<file path="src/rtl/mtm_pkg.sv">
package mtm_pkg;
  localparam int ADDR_W = 10;
  localparam int DATA_W = 32;
  localparam int TIME_W = 64;
  localparam int CFG_STEP_LSB = 16;

  localparam logic [ADDR_W-1:0] OFF_CTRL   = 10'h000;
  localparam logic [ADDR_W-1:0] OFF_CFG    = 10'h100;
  localparam logic [ADDR_W-1:0] OFF_TIME_L = 10'h104;
  localparam logic [ADDR_W-1:0] OFF_TIME_H = 10'h108;
  localparam logic [ADDR_W-1:0] OFF_DL_L   = 10'h10C;
  localparam logic [ADDR_W-1:0] OFF_DL_H   = 10'h110;
  localparam logic [ADDR_W-1:0] OFF_EN     = 10'h114;
  localparam logic [ADDR_W-1:0] OFF_STAT   = 10'h118;
  localparam logic [ADDR_W-1:0] OFF_TEST   = 10'h11C;

  typedef enum logic [3:0] {
    SEL_NONE, SEL_CTRL, SEL_CFG, SEL_TIME_L, SEL_TIME_H,
    SEL_DL_L, SEL_DL_H, SEL_EN, SEL_STAT, SEL_TEST
  } reg_sel_e;

  function automatic reg_sel_e decode(input logic [ADDR_W-1:0] a);
    if (a[1:0] != 2'b00) return SEL_NONE;
    case (a)
      OFF_CTRL:   return SEL_CTRL;
      OFF_CFG:    return SEL_CFG;
      OFF_TIME_L: return SEL_TIME_L;
      OFF_TIME_H: return SEL_TIME_H;
      OFF_DL_L:   return SEL_DL_L;
      OFF_DL_H:   return SEL_DL_H;
      OFF_EN:     return SEL_EN;
      OFF_STAT:   return SEL_STAT;
      OFF_TEST:   return SEL_TEST;
      default:    return SEL_NONE;
    endcase
  endfunction
endpackage

</file>
<file path="src/rtl/mtm_regs.sv">
module mtm_regs
  import mtm_pkg::*;
#(
  parameter int PRESCALE_W = 12,
  parameter int STEP_W     = 8
) (
  input  logic                  clk_i,
  input  logic                  rst_ni,
  input  logic                  req_i,
  input  logic                  we_i,
  input  logic [ADDR_W-1:0]     addr_i,
  input  logic [DATA_W-1:0]     wdata_i,
  output logic [DATA_W-1:0]     rdata_o,
  input  logic [TIME_W-1:0]     time_i,
  input  logic                  stat_i,
  output logic                  active_o,
  output logic [PRESCALE_W-1:0] prescale_o,
  output logic [STEP_W-1:0]     step_o,
  output logic [TIME_W-1:0]     deadline_o,
  output logic                  en_o,
  output logic                  time_wr_l_o,
  output logic                  time_wr_h_o,
  output logic                  dl_wr_o,
  output logic                  stat_clr_o,
  output logic                  test_req_o
);
  localparam int HALF = TIME_W / 2;

  reg_sel_e sel;
  logic     wr;
  logic     active_q, en_q, test_q;
  logic [PRESCALE_W-1:0] prescale_q;
  logic [STEP_W-1:0]     step_q;
  logic [TIME_W-1:0]     dl_q;

  assign sel = decode(addr_i);
  assign wr  = req_i & we_i;

  always_ff @(posedge clk_i or negedge rst_ni) begin
    if (!rst_ni) begin
      active_q   <= 1'b0;
      prescale_q <= '0;
      step_q     <= STEP_W'(1);
      dl_q       <= '1;
      en_q       <= 1'b0;
      test_q     <= 1'b0;
    end else if (wr) begin
      case (sel)
        SEL_CTRL: active_q <= wdata_i[0];
        SEL_CFG: begin
          prescale_q <= wdata_i[PRESCALE_W-1:0];
          step_q     <= wdata_i[CFG_STEP_LSB +: STEP_W];
        end
        SEL_DL_L: dl_q[HALF-1:0]      <= wdata_i;
        SEL_DL_H: dl_q[TIME_W-1:HALF] <= wdata_i;
        SEL_EN:   en_q   <= wdata_i[0];
        SEL_TEST: test_q <= wdata_i[0];
        default: ;
      endcase
    end
  end

  always_comb begin
    rdata_o = '0;
    if (req_i && !we_i) begin
      case (sel)
        SEL_CTRL:   rdata_o[0] = active_q;
        SEL_CFG: begin
          rdata_o[PRESCALE_W-1:0]          = prescale_q;
          rdata_o[CFG_STEP_LSB +: STEP_W]  = step_q;
        end
        SEL_TIME_L: rdata_o = time_i[HALF-1:0];
        SEL_TIME_H: rdata_o = time_i[TIME_W-1:HALF];
        SEL_DL_L:   rdata_o = dl_q[HALF-1:0];
        SEL_DL_H:   rdata_o = dl_q[TIME_W-1:HALF];
        SEL_EN:     rdata_o[0] = en_q;
        SEL_STAT:   rdata_o[0] = stat_i;
        SEL_TEST:   rdata_o[0] = test_q;
        default:    rdata_o = '0;
      endcase
    end
  end

  assign active_o    = active_q;
  assign prescale_o  = prescale_q;
  assign step_o      = step_q;
  assign deadline_o  = dl_q;
  assign en_o        = en_q;
  assign time_wr_l_o = wr && (sel == SEL_TIME_L);
  assign time_wr_h_o = wr && (sel == SEL_TIME_H);
  assign dl_wr_o     = wr && ((sel == SEL_DL_L) || (sel == SEL_DL_H));
  assign stat_clr_o  = wr && (sel == SEL_STAT) && wdata_i[0];
  assign test_req_o  = wr && (sel == SEL_TEST) && wdata_i[0];

  a_r11_unmapped_read_zero: assert property (@(posedge clk_i) disable iff (!rst_ni)
    (req_i && !we_i && addr_i[1:0] != 2'b00) |-> (rdata_o == '0));
  a_r2_deadline_hold: assert property (@(posedge clk_i) disable iff (!rst_ni)
    !dl_wr_o |=> $stable(dl_q));
endmodule

</file>
<file path="src/rtl/mtm_count.sv">
module mtm_count
  import mtm_pkg::*;
#(
  parameter int PRESCALE_W = 12,
  parameter int STEP_W     = 8
) (
  input  logic                  clk_i,
  input  logic                  rst_ni,
  input  logic                  active_i,
  input  logic [PRESCALE_W-1:0] prescale_i,
  input  logic [STEP_W-1:0]     step_i,
  input  logic                  wr_l_i,
  input  logic                  wr_h_i,
  input  logic [DATA_W-1:0]     wdata_i,
  output logic [TIME_W-1:0]     time_o
);
  localparam int HALF = TIME_W / 2;

  logic [PRESCALE_W-1:0] div_q;
  logic [TIME_W-1:0]     time_q;
  logic                  tick;

  // >= so that lowering the prescale mid-count still wraps
  assign tick = active_i && (div_q >= prescale_i);

  always_ff @(posedge clk_i or negedge rst_ni) begin
    if (!rst_ni)        div_q <= '0;
    else if (!active_i) div_q <= '0;
    else if (tick)      div_q <= '0;
    else                div_q <= div_q + 1'b1;
  end

  always_ff @(posedge clk_i or negedge rst_ni) begin
    if (!rst_ni)     time_q <= '0;
    else if (wr_l_i) time_q <= {time_q[TIME_W-1:HALF], wdata_i};
    else if (wr_h_i) time_q <= {wdata_i, time_q[HALF-1:0]};
    else if (tick)   time_q <= time_q + TIME_W'(step_i);
  end

  assign time_o = time_q;

  a_r3_hold_inactive: assert property (@(posedge clk_i) disable iff (!rst_ni)
    (!active_i && !wr_l_i && !wr_h_i) |=> $stable(time_q));
  a_r3_div_restart: assert property (@(posedge clk_i) disable iff (!rst_ni)
    !active_i |=> (div_q == '0));
  a_r4_low_write: assert property (@(posedge clk_i) disable iff (!rst_ni)
    wr_l_i |=> (time_q[HALF-1:0] == $past(wdata_i)));
  a_r4_high_write: assert property (@(posedge clk_i) disable iff (!rst_ni)
    wr_h_i |=> (time_q[TIME_W-1:HALF] == $past(wdata_i)));
endmodule

</file>
<file path="src/rtl/mtm_irq.sv">
module mtm_irq
  import mtm_pkg::*;
(
  input  logic              clk_i,
  input  logic              rst_ni,
  input  logic              active_i,
  input  logic [TIME_W-1:0] time_i,
  input  logic [TIME_W-1:0] deadline_i,
  input  logic              dl_wr_i,
  input  logic              en_i,
  input  logic              clr_i,
  input  logic              test_i,
  output logic              mtip_o,
  output logic              stat_o,
  output logic              irq_o
);
  logic fire, set, dl_wr_q;
  logic mtip_q, stat_q, irq_q;

  assign fire = deadline_i <= time_i;
  assign set  = en_i && ((active_i && fire) || test_i);

  always_ff @(posedge clk_i or negedge rst_ni) begin
    if (!rst_ni) begin
      mtip_q  <= 1'b0;
      stat_q  <= 1'b0;
      irq_q   <= 1'b0;
      dl_wr_q <= 1'b0;
    end else begin
      dl_wr_q <= dl_wr_i;
      if (active_i) mtip_q <= fire;
      stat_q <= set | (stat_q & ~clr_i);
      if (set)                                irq_q <= 1'b1;
      else if (clr_i)                         irq_q <= 1'b0;
      else if (active_i && dl_wr_q && !fire)  irq_q <= 1'b0;
    end
  end

  assign mtip_o = mtip_q;
  assign stat_o = stat_q;
  assign irq_o  = irq_q;

  a_r12_irq_needs_stat: assert property (@(posedge clk_i) disable iff (!rst_ni)
    irq_q |-> stat_q);
  a_r8_stat_sticky: assert property (@(posedge clk_i) disable iff (!rst_ni)
    (stat_q && !clr_i) |=> stat_q);
  a_r7_no_set_disabled: assert property (@(posedge clk_i) disable iff (!rst_ni)
    (!en_i && !stat_q) |=> !stat_q);
  a_r6_hold_inactive: assert property (@(posedge clk_i) disable iff (!rst_ni)
    !active_i |=> $stable(mtip_q));
  a_r9_future_drop: assert property (@(posedge clk_i) disable iff (!rst_ni)
    (active_i && dl_wr_q && !fire && !test_i) |=> (!mtip_q && !irq_q));
endmodule

</file>
<file path="src/rtl/mmio_mtimer.sv">
module mmio_mtimer
  import mtm_pkg::*;
#(
  parameter int PRESCALE_W = 12,
  parameter int STEP_W     = 8
) (
  input  logic              clk_i,
  input  logic              rst_ni,
  input  logic              req_i,
  input  logic              we_i,
  input  logic [ADDR_W-1:0] addr_i,
  input  logic [DATA_W-1:0] wdata_i,
  output logic [DATA_W-1:0] rdata_o,
  output logic              mtip_o,
  output logic              irq_o
);
  logic                  active, en, stat;
  logic                  time_wr_l, time_wr_h, dl_wr, stat_clr, test_req;
  logic [PRESCALE_W-1:0] prescale;
  logic [STEP_W-1:0]     step;
  logic [TIME_W-1:0]     time_val, deadline;

  mtm_regs #(.PRESCALE_W(PRESCALE_W), .STEP_W(STEP_W)) u_regs (
    .clk_i, .rst_ni, .req_i, .we_i, .addr_i, .wdata_i, .rdata_o,
    .time_i(time_val), .stat_i(stat),
    .active_o(active), .prescale_o(prescale), .step_o(step),
    .deadline_o(deadline), .en_o(en),
    .time_wr_l_o(time_wr_l), .time_wr_h_o(time_wr_h), .dl_wr_o(dl_wr),
    .stat_clr_o(stat_clr), .test_req_o(test_req)
  );

  mtm_count #(.PRESCALE_W(PRESCALE_W), .STEP_W(STEP_W)) u_count (
    .clk_i, .rst_ni, .active_i(active), .prescale_i(prescale), .step_i(step),
    .wr_l_i(time_wr_l), .wr_h_i(time_wr_h), .wdata_i, .time_o(time_val)
  );

  mtm_irq u_irq (
    .clk_i, .rst_ni, .active_i(active), .time_i(time_val), .deadline_i(deadline),
    .dl_wr_i(dl_wr), .en_i(en), .clr_i(stat_clr), .test_i(test_req),
    .mtip_o, .stat_o(stat), .irq_o
  );
endmodule

</file>
<file path="config.mk">
export PLATFORM = sky130hd
export DESIGN_NAME = mmio_mtimer
export DESIGN_NICKNAME = d
export VERILOG_FILES = /design/src/rtl/mtm_pkg.sv /design/src/rtl/mtm_regs.sv /design/src/rtl/mtm_count.sv /design/src/rtl/mtm_irq.sv /design/src/rtl/mmio_mtimer.sv
export SDC_FILE = /design/constraint.sdc
export NUM_CORES = 1
export LEC_CHECK = 0
export BUFFER_PORTS_ARGS = -buffer_cell sky130_fd_sc_hd__buf_4
export CAP_MARGIN = 10
export CORE_AREA = 2 2 147 149
export DETAILED_ROUTE_END_ITERATION = 16
export DIE_AREA = 0 0 149 151
export GPL_TIMING_DRIVEN = 0
export PLACE_DENSITY = 0.72
export SLEW_MARGIN = 20
export SYNTH_ARGS = -nofsm -noshare
export SYNTH_HDL_FRONTEND = slang
export SYNTH_SLANG_ARGS = --single-unit
</file>
<file path="constraint.sdc">
create_clock -name clk_i -period 7.9 [get_ports clk_i]
set_clock_uncertainty 0.1 [all_clocks]
set_input_delay 0.79 -clock clk_i [delete_from_list [all_inputs] [get_ports clk_i]]
set_output_delay 0.79 -clock clk_i [all_outputs]
set_load 0.1 [all_outputs]
</file>
==> results of run 1 <==
cell families after synthesis:
| logic type | count (synthesis) | share of synthesized area [%] |
|---|---|---|
| xor gates and xnor gates | 39 | 3.04 |
| muxes | 104 | 10.3 |
| buffers and inverters | 143 | 4.85 |
| and+or+nand+nor | 369 | 17.2 |
| adders and majority gates | 86 | 9.63 |
| AOI/OAI and AO/OA | 291 | 17.1 |
| DFF | 167 | 37.9 |
report_power, final:
part           leakage (nW)  internal, mW  switching [mW]  total [mW]
clock                 0.307         0.537           0.406       0.943
sequential             1.93         0.867          0.0115       0.878
combinational          3.24        0.0385          0.0728       0.111
total                  5.47          1.44           0.490        1.93
flip-flops by register name, summed over array words and instances, names as in the netlist:
name and flops:
u_count.time_o 64, u_regs.deadline_o 64, u_count.div_q 12, u_regs.prescale_o 12, u_regs.step_o 8, u_irq.dl_wr_q 1, u_irq.irq_o 1, u_irq.mtip_o 1
u_irq.stat_o 1, u_regs.active_o 1, u_regs.en_o 1, u_regs.test_q 1
synth_stat cells (all sizes together) (30+ instances only):
master	count	area (sq um)
a21oi	81	405
clkbuf	46	174
dfrtp	102	2550
dfstp	65	1710
ha	85	1060
inv	86	323
mux2	88	991
nand2	109	412
nand3	48	240
nand4	39	244
nor2	52	198
o21ai	68	340
xnor2	30	263
worst max-delay path by stage:
stage / startpoint / to / slack (ns) / depth (start not counted)
global route: addr_i[5] / rdata_o[30] / 2.58 / 9
CTS: addr_i[5] / rdata_o[30] / 2.78 / 9
detailed placement: addr_i[5] / rdata_o[29] / 2.83 / 9
global placement: addr_i[5] / rdata_o[23] / 2.30 / 9
floorplan: addr_i[5] / rdata_o[16] / 2.90 / 7
finish: addr_i[5] / rdata_o[30] / 2.66 / 9
layer usage:
metal / routed length (microns) / global-route usage, %
met3: 5160 / 10.7
met4: 1970 / 17.5
met5: 0 / 0
met1: 17900 / 54.8
met2: 18100 / 57.0
critical path, stage by stage:
cell                       delay, ns
sky130_fd_sc_hd__buf_4          0.11
sky130_fd_sc_hd__or4_4          0.57
sky130_fd_sc_hd__nor3_1         0.61
sky130_fd_sc_hd__nand2_1        0.24
sky130_fd_sc_hd__nor3_1         0.51
sky130_fd_sc_hd__clkbuf_1       0.73
sky130_fd_sc_hd__a222oi_1       0.29
sky130_fd_sc_hd__a21oi_1        0.19
sky130_fd_sc_hd__buf_4          0.31
layout make-up:
type	count	area share [%]
buffer	57	1.72
clock inverter	15	1.64
multi-input combinational	889	50.1
tap	275	2.66
timing repair buffer	84	5.23
inverter	86	2.49
sequential	167	32.9
clock buffer	17	3.29
metrics by stage:
step / instance area (sq um) / worst slack, ns / instances / power, mW
2_1_floorplan: 11300 / 2.90 / 1199 / 0.931
3_3_place_gp: 12200 / 2.30 / 1552 / 0.997
3_5_place_dp: 12300 / 2.83 / 1558 / 1.00
4_1_cts: 12900 / 2.78 / 1590 / 1.94
5_1_grt: 12900 / 2.58 / 1590 / 1.98
6_report: 12900 / 2.66 / 1590 / 1.93
==> results.py, run 1 <==
metrics = {
    "cells_and_area": {
        "layout.cells.most_common": "sky130_fd_sc_hd__nand2_1",
        "layout_common_cells": "sky130_fd_sc_hd__nand2_1 (108), sky130_fd_sc_hd__dfrtp_1 (102), sky130_fd_sc_hd__mux2_2 (88)",
        "areaGrowthSynthToFinish_pct": 15.0,
        "seqCellArea_sq_um": 4260,
        "fillCellCount": 1829,
        "multiInputGateArea_sq_um": 6480,
        "fraction_of_layout_instances_using_a_drive_strength_above_1_pct": 22.7,
        "fin_nets": 1434,
        "diodes": 0,
        "postLayoutCoreUtil_pct": 62.2,
    },
    "die": {
        "die_area_sq_um": 22500,
        "die_y_microns": 151,
        "pin_count": 80,
        "placeableCoreArea_sq_um": 20800,
        "initial_core_util_pct": 54.0,
        "num_rows": 53,
        "die-width_microns": 149,
    },
    "detailed_routing": {
        "drt_pre_antenna_iters": 6,
        "avgViaCountPerCell": 6.71,
        "drtAntennaViolNets": 0,
        "drt_iter0_drc": 1485,
        "post_detailed_routing_wire_length_microns": 43200,
        "post_drt_wl_per_cell_microns": 27.2,
        "post-route-drc-count": 0,
        "vias": 10700,
    },
    "power_and_ir_drop": {
        "power.density_cell_area_nw_per_um2": 149,
        "vdd.ir_drop.worst_mv": 0.134,
        "total_leakage_power_nw": 5.47,
    },
    "min_path": {
        "hp-class": "primary input to async pin",
    },
    "clock_tree": {
        "cts.reportedPaths.clkPinSlew_ns": 0.07,
        "tritoncts.num_buffers": 17,
        "ctsRootBufferMaster": "sky130_fd_sc_hd__clkbuf_16",
        "ctsLongestPathBuffers": 2,
        "tritoncts": "built",
        "htree_num_levels": 4,
        "clock_insertion_delay_worst_skew_ns": 0.45,
        "postCtsHoldBufs": 0,
        "post_cts_buffers": 0,
        "postCtsResizedCells": 0,
        "numClockSinks": 167,
    },
    "sta": {
        "fmax_ghz": 0.191,
        "timing.setup.tns_ns": 0,
        "slew_viol_final": 0,
        "worstMarginPinSlew_ns": 1.14,
        "post-route-min-period_ns": 5.24,
        "timing.final.crit_share_pct": 66.3,
        "fin_hold_ws_ns": 0.166,
        "hold_violations": 0,
        "rsz_0062_raised_after_global_routing": "false",
        "timing.slew.headroom_pct": 24.1,
        "finalSetupViolCount": 0,
    },
    "synth": {
        "number_of_enable_type_register_cells_in_the_synthesized_netlist": 0,
        "post_synth_inst_count": 1199,
        "synthesis.area_sq_um": 11300,
        "synth.avg_cell_area_sq_um": 9.38,
        "synth_seq_area_share_pct": 37.9,
        "synth_warnings": 0,
        "syn_nets": 1331,
        "synth_top_flop_cell": "sky130_fd_sc_hd__dfrtp_1",
        "synth_async_sr_flop_share_pct": 100,
        "synth-seq-cells": 167,
        "synth.distinct_cells": 72,
    },
    "setup_path": {
        "crit_required_ns": 7.01,
        "criticalPathCategory": "primary input to output pin",
        "critical_path.reg2reg.startpoint": "u_regs.prescale_o[9]",
        "r2r_slack_ns": 4.13,
        "worst_setup_ep_type": "output pin",
        "critical_path_peak_fanout": 10,
        "regToRegEndpoint": "u_count.time_o[52]",
        "worst_setup_path_start_kind": "primary input",
        "cp.arrival_ns": 4.35,
        "worst_r2r_path_depth": 9,
    },
    "global_route": {
        "vias_in_the_first_global_route": 10200,
        "grt.overflow.total": 0,
        "maximum_number_of_pins_on_one_net_before_global_route_repair": 62,
        "grt_pass1_wl_microns": 64600,
        "gr-usage-all-layers_pct": 39.3,
        "antenna_found_initial": 0,
    },
    "job": {
        "max_cap_violation_count": 0,
    },
    "placed_design": {
        "portBuffers": 78,
        "routabilityCongestion": 1.03,
        "place_hpwl_microns": 32900,
    },
    "run_status": {
        "status": "finished clean",
    },
}
No activity file was read; power rests on OpenSTA's default activity.
==> run 2: changes to the inputs <==
- PLACE_DENSITY: 0.72 -> 0.75
- clock period: 7.9 -> 4.8 ns (I/O delays scaled with it)
==> run 2 against run 1 <==
Flip-flop and latch count unchanged; clock power increased by 60%; non-clock buffer count unchanged.
==> results.py, run 2 (synthesized netlist as in run 1, its figures left out) <==
metrics = {
    "run_status": {
        "status": "finished clean",
    },
    "clock_tree": {
        "numClockSinks": 167,
        "tritoncts": "built",
        "postCtsHoldBufs": 1,
        "post_cts_buffers": 0,
        "ctsRootBufferMaster": "sky130_fd_sc_hd__clkbuf_16",
        "tritoncts.num_buffers": 17,
        "cts.reportedPaths.clkPinSlew_ns": 0.08,
        "postCtsResizedCells": 0,
        "ctsLongestPathBuffers": 2,
        "htree_num_levels": 4,
        "clock_insertion_delay_worst_skew_ns": 0.45,
    },
    "cells_and_area": {
        "layout.cells.most_common": "sky130_fd_sc_hd__nand2_1",
        "areaGrowthSynthToFinish_pct": 15.0,
        "fin_nets": 1434,
        "layout_common_cells": "sky130_fd_sc_hd__nand2_1 (108), sky130_fd_sc_hd__dfrtp_1 (102), sky130_fd_sc_hd__mux2_2 (88)",
        "fraction_of_layout_instances_using_a_drive_strength_above_1_pct": 22.4,
        "diodes": 0,
    },
    "sta": {
        "slew_viol_final": 0,
        "finalSetupViolCount": 0,
        "timing.setup.tns_ns": 0,
        "post-route-min-period_ns": 4.74,
        "timing.slew.headroom_pct": 21.8,
        "rsz_0062_raised_after_global_routing": "false",
        "fmax_ghz": 0.211,
        "fin_hold_ws_ns": 0.174,
        "hold_violations": 0,
        "worstMarginPinSlew_ns": 1.17,
        "timing.final.crit_share_pct": 98.8,
    },
    "power_and_ir_drop": {
        "total_leakage_power_nw": 5.47,
        "power.density_cell_area_nw_per_um2": 242,
        "vdd.ir_drop.worst_mv": 0.218,
    },
    "global_route": {
        "grt.overflow.total": 0,
        "maximum_number_of_pins_on_one_net_before_global_route_repair": 69,
        "vias_in_the_first_global_route": 10400,
        "gr-usage-all-layers_pct": 39.2,
        "grt_pass1_wl_microns": 64600,
        "antenna_found_initial": 0,
    },
    "die": {
        "num_rows": 53,
        "die-width_microns": 149,
        "die_y_microns": 151,
        "die_area_sq_um": 22500,
        "pin_count": 80,
        "initial_core_util_pct": 54.0,
        "placeableCoreArea_sq_um": 20800,
    },
    "min_path": {
        "worstHoldStart": "wdata_i[14]",
        "hp-class": "primary input to register",
    },
    "setup_path": {
        "crit_required_ns": 4.22,
        "worst_setup_path_start_kind": "primary input",
        "cp.arrival_ns": 4.16,
        "criticalPathCategory": "primary input to output pin",
        "worst_setup_ep_type": "output pin",
        "critical_path_peak_fanout": 10,
        "worst_setup_path_startpoint": "addr_i[5]",
        "critical_path.reg2reg.startpoint": "u_count.time_o[0]",
    },
    "placed_design": {
        "routabilityCongestion": 1.01,
        "place_hpwl_microns": 32200,
        "portBuffers": 78,
    },
    "detailed_routing": {
        "drt_iter0_drc": 1715,
        "wl_met1_microns": 17100,
        "dr_wl_met2_microns": 18400,
        "drt_pre_antenna_iters": 6,
        "post_drt_wl_per_cell_microns": 27.2,
        "post-route-drc-count": 0,
        "route.top_layer_used": "met4",
        "post_detailed_routing_wire_length_microns": 43200,
        "vias": 10900,
        "met3_wirelength_microns": 5640,
        "avgViaCountPerCell": 6.84,
        "drtAntennaViolNets": 0,
    },
    "job": {
        "max_cap_violation_count": 0,
    },
}
[run 2: worst paths after layout]
check / end / slack (ns) / depth (start not counted)
max in group asynchronous: u_regs.deadline_o[32] / 3.16 / 4
worst min-delay path: u_count.time_o[46] / 0.17 / 3
min in group asynchronous: u_count.time_o[13] / 0.40 / 2
worst max register to register: u_count.time_o[52] / 0.80 / 10
worst min register to register: u_regs.test_q / 0.42 / 1
worst max-delay path: rdata_o[22] / 0.06 / 9
[run 2: layer usage]
layer | vias to the layer above | GRT usage, %
li1 | 4678 | -
met1 | 5257 | 54.0
met2 | 794 | 57.2
met3 | 140 | 10.8
met4 | 0 | 18.5
met5 | - | 0
[run 2: power by group]
part / internal, mW / total (mW) / switching (mW)
clock network: 0.880 / 1.51 / 0.626
registers: 1.43 / 1.45 / 0.0185
logic: 0.0640 / 0.184 / 0.120
total: 2.37 / 3.14 / 0.765
[run 2: critical path, cell delays in order]
cell	delay, ns
sky130_fd_sc_hd__buf_4	0.11
sky130_fd_sc_hd__or4_4	0.58
sky130_fd_sc_hd__or3_1	0.33
sky130_fd_sc_hd__buf_4	0.19
sky130_fd_sc_hd__nor4b_1	0.79
sky130_fd_sc_hd__clkbuf_1	0.70
sky130_fd_sc_hd__a222oi_1	0.25
sky130_fd_sc_hd__a21oi_1	0.37
sky130_fd_sc_hd__buf_4	0.37
[run 2: final cells by class]
cell class / instances / area (sq um)
plain buffers: 57 / 223
clock buffers: 23 / 488
flip-flops and latches: 167 / 4260
well taps: 275 / 344
clock inverters: 9 / 138
inverters: 86 / 323
fillers: 1809 / 7890
repair buffers: 84 / 681
multi-input cells: 889 / 6480
[run 2: per-stage QoR]
| step | power, mW | area (sq um) | utilization, % | cells | setup slack (ns) |
|---|---|---|---|---|---|
| 2_1_floorplan | 1.53 | 11300 | - | 1199 | 0.418 |
| 3_3_place_gp | 1.64 | 12200 | 58.5 | 1552 | -0.177 |
| 3_5_place_dp | 1.65 | 12300 | 59.0 | 1557 | 0.364 |
| 4_1_cts | 3.13 | 12900 | 62.1 | 1590 | 0.367 |
| 5_1_grt | 3.21 | 12900 | 62.1 | 1590 | 0.158 |
| 6_report | 3.14 | 12900 | 62.1 | 1590 | 0.0590 |
